[src/rtl/bitop_unary_pkg.sv]
package bitop_unary_pkg;

  localparam logic [6:0]  OPC_IMM        = 7'b0010011;
  localparam logic [6:0]  OPC_IMM_WORD   = 7'b0011011;
  localparam logic [2:0]  F3_UNARY       = 3'b101;
  localparam logic [11:0] F12_BREV_W32   = 12'h698;
  localparam logic [11:0] F12_BREV_W64   = 12'h6B8;
  localparam logic [11:0] F12_ORCOMB     = 12'h287;

  typedef enum logic [1:0] {
    OPK_NONE    = 2'd0,
    OPK_BREV    = 2'd1,
    OPK_ORCOMB  = 2'd2,
    OPK_FOREIGN = 2'd3
  } op_kind_t;

  typedef struct packed {
    logic [11:0] f12;
    logic [4:0]  rs1;
    logic [2:0]  f3;
    logic [4:0]  rd;
    logic [6:0]  opc;
  } itype_t;

endpackage

[src/rtl/bitop_unary_decode.sv]
module bitop_unary_decode
  import bitop_unary_pkg::*;
#(
  parameter int XLEN = 64
) (
  input  logic [31:0] instr,
  output op_kind_t    kind,
  output logic [4:0]  rd_idx,
  output logic [4:0]  rs1_idx
);

  localparam logic [11:0] F12_NATIVE  = (XLEN == 64) ? F12_BREV_W64 : F12_BREV_W32;
  localparam logic [11:0] F12_OTHER   = (XLEN == 64) ? F12_BREV_W32 : F12_BREV_W64;

  itype_t fields;
  logic   unary_slot;

  always_comb begin
    fields     = itype_t'(instr);
    unary_slot = (fields.opc == OPC_IMM) && (fields.f3 == F3_UNARY);
    kind       = OPK_NONE;
    if (unary_slot) begin
      if (fields.f12 == F12_NATIVE)      kind = OPK_BREV;
      else if (fields.f12 == F12_OTHER)  kind = OPK_FOREIGN;
      else if (fields.f12 == F12_ORCOMB) kind = OPK_ORCOMB;
    end
    rd_idx  = fields.rd;
    rs1_idx = fields.rs1;
  end

endmodule

[src/rtl/bitop_byte_reverse.sv]
module bitop_byte_reverse #(
  parameter int XLEN = 64
) (
  input  logic [XLEN-1:0] din,
  output logic [XLEN-1:0] dout
);

  localparam int NBYTES = XLEN / 8;

  for (genvar b = 0; b < NBYTES; b++) begin : g_lane
    assign dout[8*(NBYTES-1-b) +: 8] = din[8*b +: 8];
  end

endmodule

[src/rtl/bitop_or_combine.sv]
module bitop_or_combine #(
  parameter int XLEN = 64
) (
  input  logic [XLEN-1:0] din,
  output logic [XLEN-1:0] dout
);

  localparam int NBYTES = XLEN / 8;

  for (genvar b = 0; b < NBYTES; b++) begin : g_lane
    assign dout[8*b +: 8] = {8{|din[8*b +: 8]}};
  end

endmodule

[src/rtl/bitop_unary_unit.sv]
module bitop_unary_unit
  import bitop_unary_pkg::*;
#(
  parameter int XLEN = 64
) (
  input  logic            clk,
  input  logic            rst,
  input  logic [31:0]     i_instr,
  input  logic [XLEN-1:0] i_src,
  output logic            o_valid,
  output logic            o_illegal,
  output logic [XLEN-1:0] o_result,
  output logic [4:0]      o_rd_idx,
  output logic [4:0]      o_rs1_idx
);

  op_kind_t        kind;
  logic [4:0]      rd_c, rs1_c;
  logic [XLEN-1:0] brev_c, orc_c, res_c;

  bitop_unary_decode #(.XLEN(XLEN)) u_dec (
    .instr   (i_instr),
    .kind    (kind),
    .rd_idx  (rd_c),
    .rs1_idx (rs1_c)
  );

  bitop_byte_reverse #(.XLEN(XLEN)) u_brev (
    .din  (i_src),
    .dout (brev_c)
  );

  bitop_or_combine #(.XLEN(XLEN)) u_orc (
    .din  (i_src),
    .dout (orc_c)
  );

  always_comb begin
    unique case (kind)
      OPK_BREV:   res_c = brev_c;
      OPK_ORCOMB: res_c = orc_c;
      default:    res_c = '0;
    endcase
  end

  always_ff @(posedge clk) begin
    if (rst) begin
      o_valid   <= 1'b0;
      o_illegal <= 1'b0;
      o_result  <= '0;
      o_rd_idx  <= '0;
      o_rs1_idx <= '0;
    end else begin
      o_valid   <= (kind == OPK_BREV) || (kind == OPK_ORCOMB);
      o_illegal <= (kind == OPK_FOREIGN);
      o_result  <= res_c;
      o_rd_idx  <= rd_c;
      o_rs1_idx <= rs1_c;
    end
  end

endmodule

[config.mk]
export PLATFORM = sky130hd
export DESIGN_NAME = bitop_unary_unit
export DESIGN_NICKNAME = d
export VERILOG_FILES = /design/src/rtl/bitop_unary_pkg.sv /design/src/rtl/bitop_unary_decode.sv /design/src/rtl/bitop_byte_reverse.sv /design/src/rtl/bitop_or_combine.sv /design/src/rtl/bitop_unary_unit.sv
export SDC_FILE = /design/constraint.sdc
export NUM_CORES = 1
export LEC_CHECK = 0
export BUFFER_PORTS_ARGS = -buffer_cell sky130_fd_sc_hd__buf_2
export CAP_MARGIN = 20
export CORE_MARGIN = 2
export CORE_UTILIZATION = 24
export DETAILED_ROUTE_END_ITERATION = 10
export PLACE_DENSITY = 0.49
export SLEW_MARGIN = 10
export SYNTH_ARGS = -nofsm -noshare
export SYNTH_HDL_FRONTEND = slang
export SYNTH_SLANG_ARGS = --single-unit
[constraint.sdc]
create_clock -name clk -period 3.75 [get_ports clk]
set_clock_uncertainty 0.05 [all_clocks]
set_input_delay 0.75 -clock clk [delete_from_list [all_inputs] [get_ports clk]]
set_output_delay 0.75 -clock clk [all_outputs]
set_load 0.005 [all_outputs]
==> results of run 1 <==
final timing paths:
kind	startpoint	end	slack, ns	depth (start not counted)
max	i_instr[13]	o_result[52]	0.73	8
min	i_src[4]	o_result[60]	0.56	2
synth_stat cells, drive strengths merged:
cell type,number
and2,1
or3b,1
nor2b,10
nand3b,2
buf,7
a21oi,8
nor2,2
and2b,1
a211oi,1
nor4,16
nor4bb,2
ha,3
a211o,1
nand4,1
a21o,64
nor4b,2
clkbuf,2
or2,1
dfxtp,76
and3b,1
and4b,1
layer usage:
layer | up-vias | wire length [µm] | track usage [%]
met5 | - | 13 | 0
met4 | 2 | 91 | 4.23
met3 | 10 | 572 | 4.35
met2 | 101 | 3170 | 19.0
met1 | 1004 | 2910 | 14.7
li1 | 1090 | - | -
metrics by stage:
stage,setup slack (ns),utilization [%],instances,area (µm²)
finish,0.727,36.5,521,3730
global route,0.473,36.5,521,3730
CTS,0.710,36.5,521,3730
detailed placement,0.363,34.4,505,3520
global placement,0.394,34.4,505,3520
floorplan,1.00,-,203,2510
logic make-up (layout without fill, tap and decap cells):
logic type | count (synthesis) | after routing | share of synthesized area (%)
simple gates | 41 | 41 | 11.1
flops | 76 | 76 | 60.5
fa+ha+maj | 3 | 3 | 1.49
buf+inv | 9 | 191 | 1.99
compound gates | 74 | 74 | 24.9
critical path, delay by kind of cell:
family / cells / cell delay, ns
AO/OA/AOI/OAI: 2 / 0.51
adder cells (fa/ha/maj): 1 / 0.31
AND/OR/NAND/NOR: 4 / 1.58
buffers and inverters: 1 / 0.09
layout by cell type (no fill, tap or decap):
| cell | n |
|---|---|
| buf_2 | 173 |
| dfxtp_1 | 76 |
| a21o_1 | 64 |
| nor4_1 | 16 |
| nor2b_1 | 10 |
| clkbuf_8 | 9 |
| a21oi_4 | 8 |
| ha_1 | 3 |
| nor4b_1 | 2 |
| nor4bb_1 | 2 |
| nand3b_1 | 2 |
| nor2_1 | 2 |
| clkinvlp_4 | 2 |
| bufinv_16 | 2 |
| buf_4 | 2 |
| and3b_1 | 1 |
| and4b_1 | 1 |
| nand4_1 | 1 |
| or2_2 | 1 |
| a211o_1 | 1 |
| a211oi_1 | 1 |
| and2_2 | 1 |
| or3b_1 | 1 |
| and2b_2 | 1 |
| clkinv_2 | 1 |
| clkbuf_1 | 1 |
| clkinv_4 | 1 |
registers in the layout, summed over array words and instances, names as in the netlist:
name	flops
o_result	64
o_rs1_idx	5
o_illegal	1
o_valid	1
o_rd_idx	5
final cells by class:
| cell class | count | area, µm² |
|---|---|---|
| Clock buffer | 10 | 128 |
| Clock inverter | 6 | 88.8 |
| Fill cell | 1076 | 6500 |
| Multi-Input combinational cell | 118 | 943 |
| Sequential cell | 76 | 1520 |
| Tap cell | 136 | 170 |
| Timing Repair Buffer | 175 | 881 |
report_power, final:
part	internal [mW]	switching, mW
Clock	0.375	0.300
Combinational	0.0473	0.0349
Sequential	0.812	0.00108
==> summary.txt, run 1 <==
Tightest Pin Transition: 0.894 ns
Initial antenna violation count: 1
Layout cells sized above 1: 52.2%
Worst Path Required: 3.98 ns
Postcts setup bufs: 0
DRT Pass-1 Iters: 4
Top cell type by total area after synthesis: dfxtp_1
Nets: 481
Crit-path max FO: 8
Slowest CP cell: or3b_1
Clock Pin Slew Worst Setup and Hold Paths: 0.08 ns
Final hold viol count: 0
CTS tree: done
Final critical-path required period: 3.02 ns
Syn Inst Count: 203
Total global routing track utilization: 11.9%
# hold bufs at CTS: 0
TNS Setup: 0 ns
Die Ht: 106 µm
Critical path arrival: 3.25 ns
Die Area: 11300 µm²
Site row count: 37
Seq/Total Area, Yosys: 60.5%
Classification of the worst-slack hold path: input pin to register
TritonCTS Buffers: 9
Min Hold Slack: 0.564 ns
ANT cells: 0
Total wire length: 6.75 mm
Vias in the first global route: 2164
Finish-stage setup viols: 0
Root buf cell: clkbuf_8
Final GP Congestion: 0.708
Slowest stage delay, CP: 0.74 ns
Max cap viols: 0
Routed Antenna Nets: 0
Dpl hpwl: 5.27 mm
Synth top area share: 60.5%
CP startpoint kind: input pin
Cells along the critical path: buf_2, nor4b_1, nand4_1, or2_2, ha_1, or3b_1, a21oi_4, a21o_1
Mapped Area: 2510 µm²
Overall power: 1.57 mW
DRC violations left: 0
Starting Density: 24.6%
Vias: 2207
Syn Nets: 304
Yosys warnings: 0
Mean number of vias per cell: 4.24
Max IR drop VDD: 140 µV
DRT iter0 DRCs: 54
CP endpoint kind: register
Top achievable clock speed: 0.331 GHz
Crit path kind: input pin to register
Largest net degree at the start of global routing: 35
Layout area overhead: 48.5%
Overflow after GRT: 0
Longest Clk Path Bufs: 2
Yosys cell types: 23
RSZ-0062 raised after global routing: false
Max_slew headroom: 40.4%
Slew Viols, Final: 0
Post-CTS Resized: 0
Core Box Area: 10200 µm²
WL per Instance: 13.0 µm
PortBufs: 173
Avg Inst Size Synth: 12.4 µm²
Leakage: 2.36 nW
Status: complete, no violations
Number of clock sinks: 76
Die width: 106 µm
Clock H-tree levels: 3
I/O pin count: 174
Synth Register Bits: 76
Fin crit share: 80.6%
Cells taking the most area after synthesis: dfxtp_1 61%, a21o_1 19%, a21oi_4 5.2%
Power per cell area: 421 nW/µm²
First-pass GRT wire length: 10.5 mm
No activity file was read; power rests on OpenSTA's default activity.
==> inputs of run 2 (changes only) <==
==> constraint.sdc (replaced) <==
create_clock -name clk -period 3.15 [get_ports clk]
set_clock_uncertainty 0.05 [all_clocks]
set_input_delay 0.63 -clock clk [delete_from_list [all_inputs] [get_ports clk]]
set_output_delay 0.63 -clock clk [all_outputs]
set_load 0.005 [all_outputs]
==> run 2 against run 1 <==
Net effect:
- utilization increased by 0.55 points
- combinational power increased by 20%
- routed wire length increased by 1.9%
- critical path depth increased by 1
- non-clock buffer count increased by 1
- clock power increased by 36%
- first-iteration DRC count decreased by 46%
- cell count increased by 0.38%
- sequential cell count unchanged
- count of clock-buffer cells in the layout increased by 2
- critical path type unchanged
- highest routed layer is now met4
==> summary.txt, run 2 (synthesized netlist as in run 1, its figures left out) <==
Crit-path max FO: 8
Slew Viols, Final: 0
WL per Instance: 13.1 µm
Status: complete, no violations
Final hold viol count: 0
Finish-stage setup viols: 0
Tightest Pin Transition: 0.613 ns
Post-Place Cells: 506
Longest Clk Path Bufs: 2
DRC violations left: 0
First-pass GRT wire length: 10.3 mm
Sequential share of power: 48.7%
Layout cells sized above 1: 52.3%
# hold bufs at CTS: 0
Root buf cell: clkbuf_8
Max IR drop VDD: 220 µV
Postcts setup bufs: 0
Clock Pin Slew Worst Setup and Hold Paths: 0.08 ns
Max cap viols: 0
Clock power share: 46.3%
Commonest non-fill, non-tap cell in the layout: buf_2
Dpl hpwl: 5.29 mm
Overflow after GRT: 0
Routed Antenna Nets: 0
Mean number of vias per cell: 4.19
Final critical-path required period: 2.61 ns
TNS Setup: 0 ns
Post-Place Setup Slack: 0.200 ns
Non-filler instance count after layout: 523
Leakage: 2.39 nW
Overall power: 1.99 mW
Total global routing track utilization: 11.8%
Cells along the critical path: buf_2, nor4b_1, nand4_1, or2_2, ha_1, or3b_1, buf_4, a21oi_4, a21o_1
Crit path kind: input pin to register
Net Sw Frac: 19.9%
Post-CTS Resized: 0
Slowest stage delay, CP: 0.37 ns
Internal power: 1.59 mW
Final GP Congestion: 0.699
Combinational power share: 5.0%
Largest net degree at the start of global routing: 36
Die Area: 11300 µm²
Worst Path Required: 3.39 ns
Critical path arrival: 2.85 ns
Fin crit share: 82.8%
Final WS setup: 0.540 ns
Post-DP Area: 3540 µm²
Flip-flop count of the largest register after layout: 64
Vias: 2193
I/O pin count: 174
Most flops, register: o_result
Grt peak-use layer: met2
Sw power: 0.395 mW
Final design instance area without fill: 3790 µm²
Max_slew headroom: 58.7%
DRT iter0 DRCs: 29
Min Hold Slack: 0.432 ns
Final core utilization: 37.0%
Top achievable clock speed: 0.383 GHz
Total wire length: 6.88 mm
Clock H-tree levels: 3
Vias in the first global route: 2159
Top flop regs: o_result: 64 flops, o_rd_idx: 5 flops, o_rs1_idx: 5 flops
TritonCTS Buffers: 9
Most frequent cells in the layout: 173 x buf_2, 76 x dfxtp_1, 64 x a21o_1, 16 x nor4_1, 11 x clkbuf_8
Die width: 106 µm
Met1 GRT Util: 13.7%
Power per cell area: 524 nW/µm²
DRT Pass-1 Iters: 2
Site row count: 37
Slowest CP cell: or3b_1
Initial antenna violation count: 0
CP endpoint kind: register
RSZ-0062 raised after global routing: false
Met2 Track Usage GR: 19.1%
Met3 usage: 4.41%
Layout area overhead: 50.7%
Number of clock sinks: 76
Die Ht: 106 µm
Core Box Area: 10200 µm²
Classification of the worst-slack hold path: input pin to register
Starting Density: 24.6%
CTS tree: done
PortBufs: 173
CP startpoint kind: input pin
Nets: 482
==> run 2: power groups by stage <==
stage	Combinational [mW]	Clock, mW	Sequential (mW)
floorplan	0.0171	0	0.992
global placement	0.0984	0	0.990
detailed placement	0.0993	0	0.991
CTS	0.0996	0.966	0.968
global route	0.108	1.00	0.969
finish	0.0987	0.920	0.968
==> run 2: routing by layer <==
layer | vias up | share of wire, %
met4 | 0 | 1.7
met2 | 95 | 47
met3 | 9 | 8.6
met5 | - | 0
li1 | 1088 | -
met1 | 1001 | 43
==> run 2: layout make-up <==
class	instances	area, µm²
antenna	1	2.50
clock buffer	12	155
clock inverter	4	95.1
fill	1071	6440
multi-input combinational	118	943
sequential	76	1520
tap	136	170
timing repair buffer	176	901
==> run 2: worst max-delay path: cells and delay by family <==
family                     cells  cell delay, ns
AOI/OAI and AO/OA              2            0.38
adders and majority gates      1            0.30
buffers and inverters          2            0.33
and+or+nand+nor                4            1.20
==> run 2: final timing paths <==
| path | to | slack, ns | cells after the start | from |
|---|---|---|---|---|
| setup / recovery | o_result[22] | 0.54 | 9 | i_instr[3] |
| hold / removal | o_rs1_idx[3] | 0.43 | 2 | i_instr[18] |
